**src/rtl/vscr_pkg.sv**
```systemverilog
package vscr_pkg;
  localparam int INSTR_W   = 32;
  localparam int WORD_W    = 32;
  localparam int REG_IDX_W = 5;
  localparam logic [5:0]  PRIMARY_VEC   = 6'd4;
  localparam logic [10:0] XO_WRITE_STAT = 11'd1604;
  localparam logic [10:0] XO_READ_STAT  = 11'd1540;
  localparam int MODE_BIT = 15;
  localparam int SAT_BIT  = 0;

  typedef struct packed {
    logic mode;
    logic sat;
  } stat_t;
endpackage

```
**src/rtl/vscr_decode.sv**
```systemverilog
module vscr_decode
  import vscr_pkg::*;
(
  input  logic                 valid,
  input  logic [INSTR_W-1:0]   word,
  output logic                 wr_fire,
  output logic                 rd_fire,
  output logic [REG_IDX_W-1:0] dest_idx
);
  logic [5:0]  primary;
  logic [10:0] xo;
  logic        is_vec;

  always_comb begin
    primary  = word[31:26];
    xo       = word[10:0];
    is_vec   = valid && (primary == PRIMARY_VEC);
    wr_fire  = is_vec && (xo == XO_WRITE_STAT);
    rd_fire  = is_vec && (xo == XO_READ_STAT);
    dest_idx = word[25:21];
  end
endmodule

```
**src/rtl/vscr_state.sv**
```systemverilog
module vscr_state
  import vscr_pkg::*;
(
  input  logic              clk,
  input  logic              rst,
  input  logic              wr_fire,
  input  logic [WORD_W-1:0] wr_word,
  input  logic              sat_pulse,
  output stat_t             stat
);
  always_ff @(posedge clk) begin
    if (rst) begin
      stat <= '0;
    end else if (wr_fire) begin
      stat.mode <= wr_word[MODE_BIT];
      stat.sat  <= wr_word[SAT_BIT];
    end else if (sat_pulse) begin
      stat.sat <= 1'b1;
    end
  end
endmodule

```
**src/rtl/vscr_readback.sv**
```systemverilog
module vscr_readback
  import vscr_pkg::*;
#(
  parameter int VEC_W = 128
) (
  input  logic                 clk,
  input  logic                 rst,
  input  logic                 rd_fire,
  input  logic [REG_IDX_W-1:0] dest_idx,
  input  stat_t                stat,
  output logic                 rd_valid,
  output logic [REG_IDX_W-1:0] rd_dest,
  output logic [VEC_W-1:0]     rd_data
);
  logic [VEC_W-1:0] packed_vec;

  always_comb begin
    packed_vec           = '0;
    packed_vec[MODE_BIT] = stat.mode;
    packed_vec[SAT_BIT]  = stat.sat;
  end

  always_ff @(posedge clk) begin
    if (rst) begin
      rd_valid <= 1'b0;
      rd_dest  <= '0;
      rd_data  <= '0;
    end else begin
      rd_valid <= rd_fire;
      if (rd_fire) begin
        rd_dest <= dest_idx;
        rd_data <= packed_vec;
      end
    end
  end
endmodule

```
**src/rtl/vscr_unit.sv**
```systemverilog
module vscr_unit
  import vscr_pkg::*;
#(
  parameter int VEC_W = 128
) (
  input  logic                 clk,
  input  logic                 rst,
  input  logic                 instr_valid,
  input  logic [INSTR_W-1:0]   instr_word,
  input  logic [VEC_W-1:0]     src_operand,
  input  logic                 sat_pulse,
  output logic                 flush_mode,
  output logic                 sat_sticky,
  output logic                 rd_valid,
  output logic [REG_IDX_W-1:0] rd_dest,
  output logic [VEC_W-1:0]     rd_data
);
  logic                 wr_fire;
  logic                 rd_fire;
  logic [REG_IDX_W-1:0] dest_idx;
  stat_t                stat;
  logic [WORD_W-1:0]    low_word;

  assign low_word = src_operand[WORD_W-1:0];

  vscr_decode u_decode (
    .valid    (instr_valid),
    .word     (instr_word),
    .wr_fire  (wr_fire),
    .rd_fire  (rd_fire),
    .dest_idx (dest_idx)
  );

  vscr_state u_state (
    .clk       (clk),
    .rst       (rst),
    .wr_fire   (wr_fire),
    .wr_word   (low_word),
    .sat_pulse (sat_pulse),
    .stat      (stat)
  );

  vscr_readback #(.VEC_W(VEC_W)) u_readback (
    .clk      (clk),
    .rst      (rst),
    .rd_fire  (rd_fire),
    .dest_idx (dest_idx),
    .stat     (stat),
    .rd_valid (rd_valid),
    .rd_dest  (rd_dest),
    .rd_data  (rd_data)
  );

  assign flush_mode = stat.mode;
  assign sat_sticky = stat.sat;
endmodule

```
**config.mk**
```make
export PLATFORM = sky130hd
export DESIGN_NAME = vscr_unit
export DESIGN_NICKNAME = d
export VERILOG_FILES = /design/src/rtl/vscr_pkg.sv /design/src/rtl/vscr_decode.sv /design/src/rtl/vscr_state.sv /design/src/rtl/vscr_readback.sv /design/src/rtl/vscr_unit.sv
export SDC_FILE = /design/constraint.sdc
export NUM_CORES = 1
export LEC_CHECK = 0
export BUFFER_PORTS_ARGS = -buffer_cell sky130_fd_sc_hd__buf_4
export CAP_MARGIN = 40
export CORE_AREA = 2 2 116 118
export DETAILED_ROUTE_END_ITERATION = 6
export DIE_AREA = 0 0 118 120
export SLEW_MARGIN = 20
export SYNTH_ARGS = -nofsm -noshare
export SYNTH_HDL_FRONTEND = slang
export SYNTH_HIERARCHICAL = 1
export SYNTH_SLANG_ARGS = --single-unit
```
**constraint.sdc**
```tcl
create_clock -name clk -period 1.4 [get_ports clk]
set_input_delay 0.07 -clock clk [delete_from_list [all_inputs] [get_ports clk]]
set_output_delay 0.07 -clock clk [all_outputs]
set_load 0.02 [all_outputs]
```
==> metrics.txt <==
CP Max Fanout=8; Place WS=-0.131 ns; top post-synthesis cells by area=buf_4 70%, dfxtp_1 14%, mux2i_1 5.7%; final RePlAce weighted congestion=roughly 0.63; Nets=approximately 370; row cnt=42; LEAKAGE=between 0.7 and 0.8 nW; gr usage total=~2.4%; Min-Delay Path Depth=3; htree depth=1; met2 usage=under 10%; first-pass GRT wire length=approximately 2600 µm; hold_buf cts=0; Port Buf Inserts=37; Starting Density=around 11%; wire per inst=5.28 µm; die area=approximately 14000 µm²; largest net degree at the start of global routing=11; register area share after synthesis=between 10 and 15%; Max VDD drop=~0.42 mV; First-pass DRT Iterations=4; core area=13000 µm²; Root Buffer=clkbuf_16; Worst R2R Setup Slack=0.70 ns; antenna violations before repair=0; die height=between 100 and 150 µm; Total Power=between 1 and 1.5 mW; Post-route DRC=0; Crit path arrival time=~1.4 ns; IO Count=300; Setup CP Type=input pin to flip-flop; Yosys reg bits=10; critical path endpoint=u_readback/rd_dest[4]; placed cells=380; Setup crit end kind=flip-flop; PD cells=between 800 and 900 nW/µm²; cell taking the most area after synthesis=buf_4; CP Launch Type=input pin; Netlist cell types=15; Clock Path Buffers=2; worst setup path startpoint=instr_word[0]; CP required=between 1.5 and 2 ns; Post-DP HPWL=between 1500 and 2000 µm; CTS clk-pin slew, worst paths=around 0.04 ns; number of CTS-inserted buffers=3; CTS sink cnt=10; Die X=118 µm; max_cap viols=0; Worst R2R Path Depth=2; TritonCTS clock tree=yes; Area growth syn-to-layout=5.90%; antenna diode count=0; number of global-route vias before repair=522; worst skew pair latency=between 0.2 and 0.25 ns; Post-Route WL=2030 µm; Via density=approximately 2; final worst slack=roughly 0.15 ns; grt met1 use=approximately 2.5%; Post-Synthesis Cells=between 150 and 200; ANT nets after route=0; Final Cycle Share=around 90%; final hold slack=0.0771 ns; initial drt markers=2; syn avg cell area=around 8.1 µm²; fin. max-slew vios=0; GR peak layer=met2; Post-Route Utilization=11.4%; met3 Track Usage GR=less than 1%; Max Fclk=798 MHz; final cell count without fillers=around 380; Synth top area share=between 70% and 80%; Worst Hold Class=input pin to flip-flop; status=finished, final reports clean; Final Hold Viols=0; skew final=about 0.00037 ns; share of cells above drive strength 1=roughly 22%; GRT overflow=0; Tmin final=~1.3 ns; YS warnings=6; worst r2r src=u_state/stat[0]; reg2reg end=u_state/stat[0]; DR vias=around 780; RSZ-0062 raised after global routing=false; Final setup viols=0; mapped cell area=between 1000 and 1500 µm²
where the power goes:
part / switching [mW] / leakage (nW) / internal (mW)
clock: 0.129 / 0.0442 / 0.429
combinational: 0.321 / 0.645 / 0.0556
sequential: 0.00251 / 0.0808 / 0.288
total: 0.452 / 0.770 / 0.773
what timing repair did:
action / 4_1_cts / 5_1_grt
buffers inserted: 0 / 0
setup endpoints to repair: 0 / 1
gates resized for setup: 0 / 1
flip-flops by register name (all words and copies together) (netlist names):
| register | count |
|---|---|
| u_readback/rd_dest | 5 |
| u_readback/rd_valid | 1 |
| u_readback/rd_data | 2 |
| u_state/stat | 2 |
cells by family (layout without fill, tap and decap cells):
kind of cell	after synthesis	after routing	synth area share, %
simple gates	21	21	8.40
other cells	1	126	0.268
buf+inv	133	43	71.3
mux	8	8	5.72
flops	10	10	14.3
stage by stage:
stage / cell area (µm²) / setup TNS (ns)
2_1_floorplan: 1870 / 0
3_3_place_gp: 1390 / -0.784
3_5_place_dp: 1390 / -0.821
4_1_cts: 1480 / 0
5_1_grt: 1480 / 0
6_report: 1480 / 0
synth_stat cells:
library cell / count
nand4b_1: 1
conb_1: 1
nand3_1: 1
clkbuf_1: 1
nand3b_1: 1
mux2i_1: 8
dfxtp_1: 10
nor3_1: 4
buf_4: 131
or4b_4: 1
nor2_1: 9
buf_6: 1
nor2b_1: 2
nor4bb_1: 1
nor4_1: 1
worst min path at each step:
stage	startpoint	end
6_report	instr_word[23]	u_readback/rd_dest[2]
5_1_grt	instr_word[22]	u_readback/rd_dest[1]
4_1_cts	instr_word[23]	u_readback/rd_dest[2]
3_5_place_dp	instr_word[23]	u_readback/rd_dest[2]
3_3_place_gp	instr_word[23]	u_readback/rd_dest[2]
2_1_floorplan	rst	u_state/stat[1]
cell type report:
| type | count | area [µm²] |
|---|---|---|
| flip-flops and latches | 10 | 200 |
| well taps | 176 | 220 |
| multi-input cells | 155 | 681 |
| repair buffers | 39 | 293 |
| clock buffers | 4 | 88.8 |
| fillers | 1494 | 11500 |
critical path, cell delays in order:
cell      delay, ns
buf_4          0.11
nor4bb_1       0.30
nand4b_1       0.20
nor3_2         0.21
buf_4          0.22
mux2i_1        0.21
nor2_1         0.05
layout by cell type (no fill, tap or decap):
master       n
nor3_1       2
conb_1     126
mux2i_1      8
nor4bb_1     1
nor2_1       9
buf_4       39
nand3_1      1
nand4b_1     1
clkbuf_16    3
nor4_1       1
nor3_2       2
nand3b_1     1
nor2b_1      2
dfxtp_1     10
clkbuf_8     1
or4b_4       1
per-layer routing:
metal / vias to the layer above / wire [µm]
li1: 351 / -
met1: 341 / 616
met2: 87 / 1090
met3: 2 / 293
met4: 0 / 23
met5: - / 0
(Power assumes the default switching activity.)
